`src/rtl/ea_pkg.sv`:
```
package ea_pkg;

   localparam int EA_TAG_W   = 4;
   localparam int EA_FIELD_W = 3;

   // Brief index word layout (decoded positions)
   localparam int BX_TYPE_BIT = 15;
   localparam int BX_NUM_HI   = 14;
   localparam int BX_NUM_LO   = 12;
   localparam int BX_LONG_BIT = 11;
   localparam int BX_DISP_W   = 8;

   typedef enum logic [EA_TAG_W-1:0] {
      TAG_DREG      = 4'd0,
      TAG_AREG      = 4'd1,
      TAG_IND       = 4'd2,
      TAG_POSTINC   = 4'd3,
      TAG_PREDEC    = 4'd4,
      TAG_DISP16    = 4'd5,
      TAG_INDEX     = 4'd6,
      TAG_ABS_SHORT = 4'd7,
      TAG_ABS_LONG  = 4'd8,
      TAG_PC_DISP   = 4'd9,
      TAG_PC_INDEX  = 4'd10,
      TAG_IMM       = 4'd11,
      TAG_BAD       = 4'd15
   } ea_tag_e;

   typedef enum logic [1:0] {
      SZ_BYTE = 2'd0,
      SZ_WORD = 2'd1,
      SZ_LONG = 2'd2,
      SZ_NONE = 2'd3
   } op_size_e;

endpackage

```
`src/rtl/ea_mode_classify.sv`:
```
module ea_mode_classify
   import ea_pkg::*;
#(
   parameter int CNT_W = 2
) (
   input  logic [EA_FIELD_W-1:0] mode_i,
   input  logic [EA_FIELD_W-1:0] rsel_i,
   input  op_size_e              size_i,
   output ea_tag_e               tag_o,
   output logic [CNT_W-1:0]      need_o,
   output logic                  illegal_o
);

   localparam logic [CNT_W-1:0] NEED0 = CNT_W'(0);
   localparam logic [CNT_W-1:0] NEED1 = CNT_W'(1);
   localparam logic [CNT_W-1:0] NEED2 = CNT_W'(2);

   if (CNT_W < 2) begin : g_bad_cnt
      $error("ea_mode_classify: CNT_W must hold a count of two");
   end

   always_comb begin
      tag_o     = TAG_BAD;
      need_o    = NEED0;
      illegal_o = 1'b0;
      unique case (mode_i)
         3'd0: tag_o = TAG_DREG;
         3'd1: tag_o = TAG_AREG;
         3'd2: tag_o = TAG_IND;
         3'd3: tag_o = TAG_POSTINC;
         3'd4: tag_o = TAG_PREDEC;
         3'd5: begin
            tag_o  = TAG_DISP16;
            need_o = NEED1;
         end
         3'd6: begin
            tag_o  = TAG_INDEX;
            need_o = NEED1;
         end
         default: begin
            unique case (rsel_i)
               3'd0: begin
                  tag_o  = TAG_ABS_SHORT;
                  need_o = NEED1;
               end
               3'd1: begin
                  tag_o  = TAG_ABS_LONG;
                  need_o = NEED2;
               end
               3'd2: begin
                  tag_o  = TAG_PC_DISP;
                  need_o = NEED1;
               end
               3'd3: begin
                  tag_o  = TAG_PC_INDEX;
                  need_o = NEED1;
               end
               3'd4: begin
                  if (size_i == SZ_NONE) begin
                     tag_o     = TAG_BAD;
                     illegal_o = 1'b1;
                  end else begin
                     tag_o  = TAG_IMM;
                     need_o = (size_i == SZ_LONG) ? NEED2 : NEED1;
                  end
               end
               default: begin
                  tag_o     = TAG_BAD;
                  illegal_o = 1'b1;
               end
            endcase
         end
      endcase
   end

endmodule

```
`src/rtl/ea_ext_collect.sv`:
```
module ea_ext_collect #(
   parameter int WORD_W  = 16,
   parameter int MAX_EXT = 2,
   parameter int CNT_W   = 2
) (
   input  logic                      clk,
   input  logic                      rst_n,
   input  logic                      start_i,
   input  logic [CNT_W-1:0]          need_i,
   input  logic                      wd_valid_i,
   input  logic [WORD_W-1:0]         wd_data_i,
   output logic                      wd_ready_o,
   output logic                      busy_o,
   output logic                      done_o,
   output logic [MAX_EXT*WORD_W-1:0] words_o
);

   typedef enum logic [1:0] {
      C_IDLE   = 2'd0,
      C_FETCH  = 2'd1,
      C_REPORT = 2'd2
   } col_state_e;

   if ((1 << CNT_W) <= MAX_EXT) begin : g_bad_width
      $error("ea_ext_collect: CNT_W too narrow for MAX_EXT");
   end

   col_state_e       state_q;
   logic [CNT_W-1:0] cnt_q;
   logic [CNT_W-1:0] need_q;
   logic             take;
   logic             accept;
   logic [CNT_W-1:0] cnt_nxt;

   assign accept     = start_i && (state_q == C_IDLE);
   assign wd_ready_o = (state_q == C_FETCH);
   assign take       = wd_valid_i && wd_ready_o;
   assign busy_o     = (state_q != C_IDLE);
   assign done_o     = (state_q == C_REPORT);
   assign cnt_nxt    = cnt_q + CNT_W'(1);

   always_ff @(posedge clk or negedge rst_n) begin
      if (!rst_n) begin
         state_q <= C_IDLE;
         cnt_q   <= '0;
         need_q  <= '0;
      end else begin
         unique case (state_q)
            C_IDLE: begin
               if (accept) begin
                  need_q  <= need_i;
                  cnt_q   <= '0;
                  state_q <= (need_i == '0) ? C_REPORT : C_FETCH;
               end
            end
            C_FETCH: begin
               if (take) begin
                  cnt_q <= cnt_nxt;
                  if (cnt_nxt == need_q) begin
                     state_q <= C_REPORT;
                  end
               end
            end
            default: state_q <= C_IDLE;
         endcase
      end
   end

   // One storage slot per possible extension word
   for (genvar s = 0; s < MAX_EXT; s++) begin : g_slot
      logic [WORD_W-1:0] slot_q;
      always_ff @(posedge clk or negedge rst_n) begin
         if (!rst_n) begin
            slot_q <= '0;
         end else if (accept) begin
            slot_q <= '0;
         end else if (take && (cnt_q == CNT_W'(s))) begin
            slot_q <= wd_data_i;
         end
      end
      assign words_o[s*WORD_W +: WORD_W] = slot_q;
   end

   AST_TAKE_WITHIN_NEED: assert property (@(posedge clk) disable iff (!rst_n)
      take |-> (cnt_q < need_q));
   AST_DONE_SINGLE: assert property (@(posedge clk) disable iff (!rst_n)
      done_o |=> !done_o);
   AST_NO_TAKE_AFTER_DONE: assert property (@(posedge clk) disable iff (!rst_n)
      done_o |=> !wd_ready_o);

endmodule

```
`src/rtl/ea_operand_build.sv`:
```
module ea_operand_build
   import ea_pkg::*;
#(
   parameter int WORD_W  = 16,
   parameter int ADDR_W  = 32,
   parameter int MAX_EXT = 2
) (
   input  ea_tag_e                   tag_i,
   input  logic [EA_FIELD_W-1:0]     rsel_i,
   input  op_size_e                  size_i,
   input  logic [MAX_EXT*WORD_W-1:0] words_i,
   output logic [EA_FIELD_W-1:0]     base_reg_o,
   output logic                      idx_is_areg_o,
   output logic [EA_FIELD_W-1:0]     idx_num_o,
   output logic                      idx_long_o,
   output logic [ADDR_W-1:0]         disp_o,
   output logic [ADDR_W-1:0]         value_o
);

   localparam int EXT16_W = ADDR_W - WORD_W;
   localparam int EXT8_W  = ADDR_W - BX_DISP_W;
   localparam int BYTE_PAD = ADDR_W - 8;

   if (ADDR_W != 2 * WORD_W) begin : g_bad_addr
      $error("ea_operand_build: ADDR_W must be twice WORD_W");
   end
   if (MAX_EXT < 2) begin : g_bad_ext
      $error("ea_operand_build: MAX_EXT must be at least two");
   end
   if (WORD_W < 16) begin : g_bad_word
      $error("ea_operand_build: WORD_W must cover the brief word layout");
   end

   logic [WORD_W-1:0] w0;
   logic [WORD_W-1:0] w1;
   logic [ADDR_W-1:0] sext_w0;
   logic [ADDR_W-1:0] sext_brief;
   logic [ADDR_W-1:0] pair;
   logic              brief_mode;
   logic              d16_mode;

   assign w0         = words_i[0 +: WORD_W];
   assign w1         = words_i[WORD_W +: WORD_W];
   assign sext_w0    = {{EXT16_W{w0[WORD_W-1]}}, w0};
   assign sext_brief = {{EXT8_W{w0[BX_DISP_W-1]}}, w0[BX_DISP_W-1:0]};
   assign pair       = {w0, w1};
   assign brief_mode = (tag_i == TAG_INDEX) || (tag_i == TAG_PC_INDEX);
   assign d16_mode   = (tag_i == TAG_DISP16) || (tag_i == TAG_PC_DISP);

   always_comb begin
      base_reg_o = '0;
      if (tag_i <= TAG_INDEX) begin
         base_reg_o = rsel_i;
      end
   end

   always_comb begin
      idx_is_areg_o = 1'b0;
      idx_num_o     = '0;
      idx_long_o    = 1'b0;
      if (brief_mode) begin
         idx_is_areg_o = w0[BX_TYPE_BIT];
         idx_num_o     = w0[BX_NUM_HI:BX_NUM_LO];
         idx_long_o    = w0[BX_LONG_BIT];
      end
   end

   always_comb begin
      disp_o = '0;
      if (d16_mode) begin
         disp_o = sext_w0;
      end else if (brief_mode) begin
         disp_o = sext_brief;
      end
   end

   always_comb begin
      value_o = '0;
      unique case (tag_i)
         TAG_ABS_SHORT: value_o = sext_w0;
         TAG_ABS_LONG:  value_o = pair;
         TAG_IMM: begin
            unique case (size_i)
               SZ_BYTE: value_o = {{BYTE_PAD{1'b0}}, w0[7:0]};
               SZ_WORD: value_o = {{EXT16_W{1'b0}}, w0};
               SZ_LONG: value_o = pair;
               default: value_o = '0;
            endcase
         end
         default: value_o = '0;
      endcase
   end

endmodule

```
`src/rtl/ea_field_decoder.sv`:
```
module ea_field_decoder
   import ea_pkg::*;
#(
   parameter int WORD_W  = 16,
   parameter int ADDR_W  = 32,
   parameter int MAX_EXT = 2
) (
   input  logic          clk,
   input  logic          rst_n,
   input  logic          start_i,
   input  logic [2:0]    ea_mode_i,
   input  logic [2:0]    ea_reg_i,
   input  logic [1:0]    op_size_i,
   input  logic          wd_valid_i,
   input  logic [15:0]   wd_data_i,
   output logic          wd_ready_o,
   output logic          busy_o,
   output logic          done_o,
   output logic          illegal_o,
   output logic [3:0]    tag_o,
   output logic [2:0]    base_reg_o,
   output logic          idx_is_areg_o,
   output logic [2:0]    idx_num_o,
   output logic          idx_long_o,
   output logic [31:0]   disp_o,
   output logic [31:0]   value_o
);

   localparam int CNT_W = $clog2(MAX_EXT + 1);

   if (WORD_W != 16 || ADDR_W != 32) begin : g_bad_ports
      $error("ea_field_decoder: port widths fix WORD_W=16 and ADDR_W=32");
   end

   ea_tag_e                   cls_tag;
   logic [CNT_W-1:0]          cls_need;
   logic                      cls_illegal;
   logic                      start_acc;
   logic [MAX_EXT*WORD_W-1:0] words;

   ea_tag_e                   tag_q;
   logic [EA_FIELD_W-1:0]     reg_q;
   op_size_e                  size_q;
   logic                      ill_q;

   assign start_acc = start_i && !busy_o;

   ea_mode_classify #(.CNT_W(CNT_W)) i_classify (
      .mode_i    (ea_mode_i),
      .rsel_i    (ea_reg_i),
      .size_i    (op_size_e'(op_size_i)),
      .tag_o     (cls_tag),
      .need_o    (cls_need),
      .illegal_o (cls_illegal)
   );

   always_ff @(posedge clk or negedge rst_n) begin
      if (!rst_n) begin
         tag_q  <= TAG_DREG;
         reg_q  <= '0;
         size_q <= SZ_BYTE;
         ill_q  <= 1'b0;
      end else if (start_acc) begin
         tag_q  <= cls_tag;
         reg_q  <= ea_reg_i;
         size_q <= op_size_e'(op_size_i);
         ill_q  <= cls_illegal;
      end
   end

   ea_ext_collect #(
      .WORD_W  (WORD_W),
      .MAX_EXT (MAX_EXT),
      .CNT_W   (CNT_W)
   ) i_collect (
      .clk        (clk),
      .rst_n      (rst_n),
      .start_i    (start_acc),
      .need_i     (cls_need),
      .wd_valid_i (wd_valid_i),
      .wd_data_i  (wd_data_i),
      .wd_ready_o (wd_ready_o),
      .busy_o     (busy_o),
      .done_o     (done_o),
      .words_o    (words)
   );

   ea_operand_build #(
      .WORD_W  (WORD_W),
      .ADDR_W  (ADDR_W),
      .MAX_EXT (MAX_EXT)
   ) i_build (
      .tag_i         (tag_q),
      .rsel_i        (reg_q),
      .size_i        (size_q),
      .words_i       (words),
      .base_reg_o    (base_reg_o),
      .idx_is_areg_o (idx_is_areg_o),
      .idx_num_o     (idx_num_o),
      .idx_long_o    (idx_long_o),
      .disp_o        (disp_o),
      .value_o       (value_o)
   );

   assign tag_o     = tag_q;
   assign illegal_o = ill_q;

   AST_ILLEGAL_NO_WORDS: assert property (@(posedge clk) disable iff (!rst_n)
      (done_o && illegal_o) |-> $past(start_acc));
   AST_DISP16_SEXT: assert property (@(posedge clk) disable iff (!rst_n)
      (done_o && (tag_q == TAG_DISP16)) |-> (disp_o[31:16] == {16{disp_o[15]}}));
   AST_BRIEF_SEXT: assert property (@(posedge clk) disable iff (!rst_n)
      (done_o && (tag_q == TAG_INDEX || tag_q == TAG_PC_INDEX))
         |-> (disp_o[31:8] == {24{disp_o[7]}}));
   AST_HOLD_IDLE: assert property (@(posedge clk) disable iff (!rst_n)
      (!busy_o && !start_i) |=> ($stable(disp_o) && $stable(value_o) && $stable(tag_o)));
   AST_REG_ZERO_MODE7: assert property (@(posedge clk) disable iff (!rst_n)
      (done_o && tag_q >= TAG_ABS_SHORT) |-> (base_reg_o == 3'd0));

endmodule

```
`config.mk`:
```
export PLATFORM = sky130hd
export DESIGN_NAME = ea_field_decoder
export DESIGN_NICKNAME = d
export VERILOG_FILES = /design/src/rtl/ea_pkg.sv /design/src/rtl/ea_mode_classify.sv /design/src/rtl/ea_ext_collect.sv /design/src/rtl/ea_operand_build.sv /design/src/rtl/ea_field_decoder.sv
export SDC_FILE = /design/constraint.sdc
export NUM_CORES = 1
export LEC_CHECK = 0
export BUFFER_PORTS_ARGS = -buffer_cell sky130_fd_sc_hd__clkbuf_2
export CELL_PAD_IN_SITES_DETAIL_PLACEMENT = 1
export CELL_PAD_IN_SITES_GLOBAL_PLACEMENT = 1
export CORE_ASPECT_RATIO = 1.75
export CORE_MARGIN = 5
export CORE_UTILIZATION = 30
export DETAILED_ROUTE_END_ITERATION = 10
export HOLD_SLACK_MARGIN = 0.08
export PLACE_DENSITY_LB_ADDON = 0.1
export SYNTH_ARGS = -nofsm -noshare
export SYNTH_HDL_FRONTEND = slang
export SYNTH_SLANG_ARGS = --single-unit
```
`constraint.sdc`:
```
create_clock -name clk -period 2.4 [get_ports clk]
set_clock_uncertainty 0.05 [all_clocks]
set_input_delay 0.24 -clock clk [delete_from_list [all_inputs] [get_ports clk]]
set_output_delay 0.24 -clock clk [all_outputs]
set_load 0.005 [all_outputs]
```
### Word-level counts from Yosys, hierarchy flattened

Cells that the tools add are included.

* logic and storage cells: 95
* output and inout bits: 80
* input port bits: 28
* register bits after elaboration: 48

* magnitude comparators: 1
* muxes and demuxes: 30
* add/sub/neg operators: 1
* eq/ne operators: 28
* reduce and logical (&&, ||, !) cells: 26

Operators by type and width (number)
* 32-bit case mux with 3 select lines: 2
* 16-bit 2-to-1 mux: 4
* 32-bit 2-to-1 mux: 2
* 4-bit case mux with 7 select lines: 1
* 4-bit case mux with 5 select lines: 1
* 4-bit == test (second input constant): 4
* 2-bit 2-to-1 mux: 8
* 3-bit by 2-bit == test with 1-bit output (second input constant): 4
* 3-bit == test (second input constant): 4
* 4-bit by 3-bit == test with 1-bit output (second input constant): 3
* 2-bit case mux with 2 select lines: 3
* 3-bit 2-to-1 mux: 3
* 2-bit == test (second input constant): 4
* 2-bit zero test: 4
* 2-bit nonzero test: 4
* 7-bit OR reduction: 1
* 2-bit by 1-bit == test with 1-bit output (second input constant): 3
* 3-bit by 1-bit == test with 1-bit output (second input constant): 2
* 3-bit zero test: 2
* 2-bit case mux with 3 select lines: 1
* 3-bit AND reduction: 2
* 1-bit logical AND: 5
* 5-bit OR reduction: 1
* 4-bit by 3-bit <= comparator with 1-bit output (second input constant): 1
* other kinds (12): 17

### Logic depth before layout (Yosys ltp)

* depth in word-level cells: 9
* depth in mapped cells: 7

### Cells and area by module

From an unflattened synthesis, not the netlist that was laid out.

* cell total of the unflattened synthesis: 268
* area total of the unflattened synthesis: 2941.6 um2

Modules (own cells, without submodules)
* ea_ext_collect: seq. area each 950.9 um2, area each 1604.0 um2, cells each 125, instances 1
* ea_operand_build: seq. area each 0.0 um2, area each 735.7 um2, cells each 97, instances 1
* ea_field_decoder: seq. area each 250.2 um2, area each 430.4 um2, cells each 22, instances 1
* ea_mode_classify: seq. area each 0.0 um2, area each 171.4 um2, cells each 24, instances 1

### Least setup slack after synthesis

OpenSTA, ideal clock, no wires.

* path kind: register to output
* start point: reg tag_q[2], in the netlist tag_o[2]
* end point: out disp_o[16]
* required time: 2.110 ns
* path buffers: 2
* data arrival time: 1.561 ns
* cell stages (with the launch flop): 7
* path slack: 0.549 ns
* path through: dfrtp_1 xnor2_1 nor2_2 and2_1 buf_4 a21o_1 buf_4

* longest elaborated chain between the ends: 4

RTL lines
* start, declared: line ea_field_decoder.sv:41 `ea_tag_e tag_q;`
* start signal, assigned: line ea_field_decoder.sv:64 `tag_q <= cls_tag;`
* 4-bit by 3-bit == test with 1-bit output or 4-bit == test (tied branches): line ea_operand_build.sv:47 `assign brief_mode = (tag_i == TAG_INDEX) || (tag_i == TAG_PC_INDEX);`
* 1-bit logical OR: line ea_operand_build.sv:47
* 32-bit 2-to-1 mux: line ea_operand_build.sv:72 `end else if (brief_mode) begin`
* 32-bit 2-to-1 mux *: line ea_operand_build.sv:70 `if (d16_mode) begin`
* end, declared: line ea_field_decoder.sv:25 `output logic [31:0] disp_o,`

Mark *: on every way between the ends. The rest lies on a longest branch, timed or not.

### Worst setup path in the final report

* start point: reg tag_q[2], in the netlist tag_o[2]
* end point: out disp_o[18]

The elaborated chain is that of the path after synthesis.

==> results_tabular.tex <==
\begin{tabular}{lr}
\hline
Metric & Value \\
\hline
\multicolumn{2}{l}{\textbf{Timing}} \\
Remaining max-slew budget at the tightest pin & 58.0\% \\
Count of pins over their slew limit & 0 \\
Final setup margin & 195 ps \\
Setup violators final & 0 \\
Unrepaired setup endpoints after global routing & false \\
Highest attainable clock frequency & 453 MHz \\
Worst Max-Slew Pin Slew & 629 ps \\
Min cycle time layout & 2210 ps \\
Aggregate negative setup slack & 0 ps \\
Final Hold Fails & 0 \\
Final worst path period share & 91.9\% \\
\multicolumn{2}{l}{\textbf{Finish}} \\
Antenna cells & 0 \\
Share of final-layout standard cells stronger than drive strength 1 & 32.0\% \\
Number of filler instances in the final layout & 1105 \\
Storage cell area & 1200 um2 \\
Multi-input combinational cell area & 1330 um2 \\
Final core utilization & 38.1\% \\
Net count, final & 435 \\
Area overhead of the layout relative to synthesis & 24.9\% \\
\multicolumn{2}{l}{\textbf{Synthesis}} \\
Count of flip-flops with a built-in enable after synthesis & 0 \\
Top cells by instance count after synthesis & 74 x sky130\_fd\_sc\_hd\_\_nand2\_1, 48 x sky130\_fd\_sc\_hd\_\_dfrtp\_1, 37 x sky130\_fd\_sc\_hd\_\_o21ai\_1 \\
Sequential share of the synthesized area & 43.5\% \\
Cell area after synthesis & 2760 um2 \\
Proportion of synthesized flip-flops having asynchronous set or reset & 100\% \\
Leading post-synthesis cells by cell area & sky130\_fd\_sc\_hd\_\_dfrtp\_1 44\%, sky130\_fd\_sc\_hd\_\_nand2\_1 10\%, sky130\_fd\_sc\_hd\_\_a21o\_1 6.8\% \\
Unique cell type count in the Yosys netlist & 39 \\
Largest area contributor in the synthesized netlist & sky130\_fd\_sc\_hd\_\_dfrtp\_1 \\
Mean instance size in the synthesized netlist & 8.73 um2 \\
Most numerous cell in the Yosys netlist & sky130\_fd\_sc\_hd\_\_nand2\_1 \\
Prevailing post-synth register cell & sky130\_fd\_sc\_hd\_\_dfrtp\_1 \\
Synthesized instance count & 316 \\
Number of warnings issued by yosys & 0 \\
Proportion of netlist area held by the largest area contributor & 43.5\% \\
Syn Nets & 346 \\
Number of storage elements in the synthesis netlist & 48 \\
\multicolumn{2}{l}{\textbf{Floorplanning}} \\
Die footprint & 11300 um2 \\
Initial standard-cell utilization of the core & 30.5\% \\
Cell row count & 46 \\
Core area & 9040 um2 \\
Ports & 108 \\
Overall die height & 137 um \\
Width of the die & 82.5 um \\
\multicolumn{2}{l}{\textbf{Clock tree}} \\
H-tree levels & 2 \\
Clock transition at path regs & 70 ps \\
Clock tree root buffer cell & sky130\_fd\_sc\_hd\_\_clkbuf\_16 \\
CTS tree & yes \\
Num CTS Buffers & 5 \\
Number of buffers inserted by post-CTS setup repair & 0 \\
Number of buffers on the longest clock path & 2 \\
Clock Sink Count & 48 \\
Worst-Skew Late Latency & 290 ps \\
\multicolumn{2}{l}{\textbf{Place}} \\
Routability cong. & 0.841 \\
Post-place setup slack & 358 ps \\
Sum of net half-perimeters after detailed placement & 6670 um \\
Count of buffers inserted at the top-level ports & 107 \\
\multicolumn{2}{l}{\textbf{Routing}} \\
Iter 0 DRT Violations & 62 \\
Antenna-violating nets left & 0 \\
Detail-routed net length per standard cell & 16.4 um \\
Wirelength, routed & 8640 um \\
DRC & 0 \\
Via total after detailed routing & 2543 \\
Pre-Repair DR Iteration Count & 4 \\
Average via count per standard cell & 4.83 \\
\multicolumn{2}{l}{\textbf{GRT}} \\
GRT Total Usage & 16.0\% \\
GRT overflow & 0 \\
Pin count of the biggest net entering global routing & 49 \\
Vias in the first global route & 2677 \\
Antenna violations before repair & 0 \\
Wire length of the first global-routing pass & 13700 um \\
\multicolumn{2}{l}{\textbf{Critical path}} \\
Sequence of cells on the critical path & xnor2\_1 -> nor2\_2 -> and2\_1 -> a21o\_2 -> clkbuf\_2 \\
Endpoint required time on the critical path & 2110 ps \\
Category of the most critical setup path & reg -> out \\
Arrival time of data at the critical path endpoint & 1920 ps \\
Critical-path top delay cell & sky130\_fd\_sc\_hd\_\_dfrtp\_1 \\
Critical path's largest stage delay & 450 ps \\
Type of element launching the critical path & register \\
Maximum fanout encountered on the critical timing path & 17 \\
Endpoint type of the worst setup path & output port \\
\multicolumn{2}{l}{\textbf{Pwr}} \\
VDD IR-drop max & 0.445 mV \\
Power Dens Cells & 1090 nW/um2 \\
Tot Pwr & 0.00376 W \\
Leakage Power & 1.91 nW \\
\multicolumn{2}{l}{\textbf{Job}} \\
\# Max-Cap Violations & 0 \\
\multicolumn{2}{l}{\textbf{Hold path}} \\
Type of the worst min-delay path & in -> reg \\
\multicolumn{2}{l}{\textbf{Run status}} \\
Status & finished clean \\
\hline
\end{tabular}
## critical path, delay by kind of cell, from the launching register on
kind / cells / cell delay, ps
buffers and inverters: 1 / 170
flip-flops: 1 / 450
AND/OR/NAND/NOR: 2 / 520
XOR/XNOR: 1 / 200
AO/OA/AOI/OAI: 1 / 290
## registers in the layout, summed over array words and instances, names as in the netlist
register / count
i_collect.need_q: 2
reg_q: 3
illegal_o: 1
tag_o: 4
size_q: 2
i_collect.cnt_q: 2
i_collect.state_q: 2
i_collect.g_slot.slot_q: 32
## layout by cell type (no fill, tap or decap), types with 2 or more instances in the layout
cell	Yosys	routed
sky130_fd_sc_hd__nand4_1	3	3
sky130_fd_sc_hd__o21ai_0	6	6
sky130_fd_sc_hd__a21o_1	25	24
sky130_fd_sc_hd__inv_1	5	5
sky130_fd_sc_hd__ha_1	2	2
sky130_fd_sc_hd__xnor2_1	3	3
sky130_fd_sc_hd__o31ai_1	2	2
sky130_fd_sc_hd__dfrtp_1	48	48
sky130_fd_sc_hd__a211o_1	2	2
sky130_fd_sc_hd__nor2b_1	3	3
sky130_fd_sc_hd__a22o_1	17	17
sky130_fd_sc_hd__nor2_4	2	2
sky130_fd_sc_hd__clkbuf_2	0	107
sky130_fd_sc_hd__and2_1	17	17
sky130_fd_sc_hd__clkbuf_16	0	5
sky130_fd_sc_hd__buf_4	19	7
sky130_fd_sc_hd__a21oi_1	4	4
sky130_fd_sc_hd__nand2_1	74	74
sky130_fd_sc_hd__o21ai_1	37	37
sky130_fd_sc_hd__clkinvlp_4	0	2
sky130_fd_sc_hd__nor2_1	6	6
sky130_fd_sc_hd__nand2b_1	6	6
sky130_fd_sc_hd__nand3_1	5	5
## power breakdown
part | total (W) | internal, W | switching (W)
sequential | 0.00148 | 0.00115 | 0.000335
clock | 0.000720 | 0.000414 | 0.000305
combinational | 0.00156 | 0.000656 | 0.000901
total | 0.00376 | 0.00222 | 0.00154
## worst paths after layout
check | from | depth (start not counted) | slack, ps | to
max | tag_o[2] | 5 | 190 | disp_o[18]
min | wd_data_i[5] | 3 | 140 | i_collect.g_slot[0].slot_q[5]
max reg2reg | i_collect.state_q[0] | 4 | 620 | i_collect.need_q[0]
min reg2reg | reg_q[1] | 2 | 420 | reg_q[1]
max in group asynchronous | rst_n | 3 | 1330 | i_collect.g_slot[0].slot_q[12]
min in group asynchronous | rst_n | 3 | 530 | i_collect.g_slot[1].slot_q[1]
## metal layers
layer | global-route usage (%) | wire length (um) | up-vias
met3 | 3.49 | 593 | 8
met5 | 0 | 0 | -
met1 | 17.9 | 3320 | 1214
met4 | 4.91 | 126 | 0
li1 | - | - | 1242
met2 | 29.3 | 4600 | 79
## cell type report
| cell class | instances | area share [%] |
|---|---|---|
| inverters | 5 | 0.544 |
| repair buffers | 115 | 17.4 |
| clock inverters | 2 | 0.436 |
| clock buffers | 6 | 4.03 |
| well taps | 120 | 4.36 |
| flip-flops and latches | 48 | 34.8 |
| multi-input cells | 230 | 38.4 |
## stage by stage
step / hold WS [ps] / cell area (um2) / instances
6_report: 137 / 3450 / 526
4_1_cts: 134 / 3450 / 526
5_1_grt: 147 / 3450 / 526
2_1_floorplan: -106 / 2760 / 316
3_3_place_gp: 345 / 3280 / 517
3_5_place_dp: 346 / 3280 / 517
## cell families (layout without fill, tap and decap cells)
logic type,after synthesis,count (layout),synth area share [%]
AO/OA/AOI/OAI,100,100,23.9
XOR/XNOR,4,4,1.27
adder cells (fa/ha/maj),2,2,0.906
buffers and inverters,38,128,8.52
flip-flops,48,48,43.5
AND/OR/NAND/NOR,124,124,21.8
## repair_timing
item,in CTS,in global routing
hold buffers,1,0
resized for setup,0,1
endpoints found under the setup margin,0,17
hold endpoints to repair,48,0
Note: power is estimated with default switching activity, not from simulation.
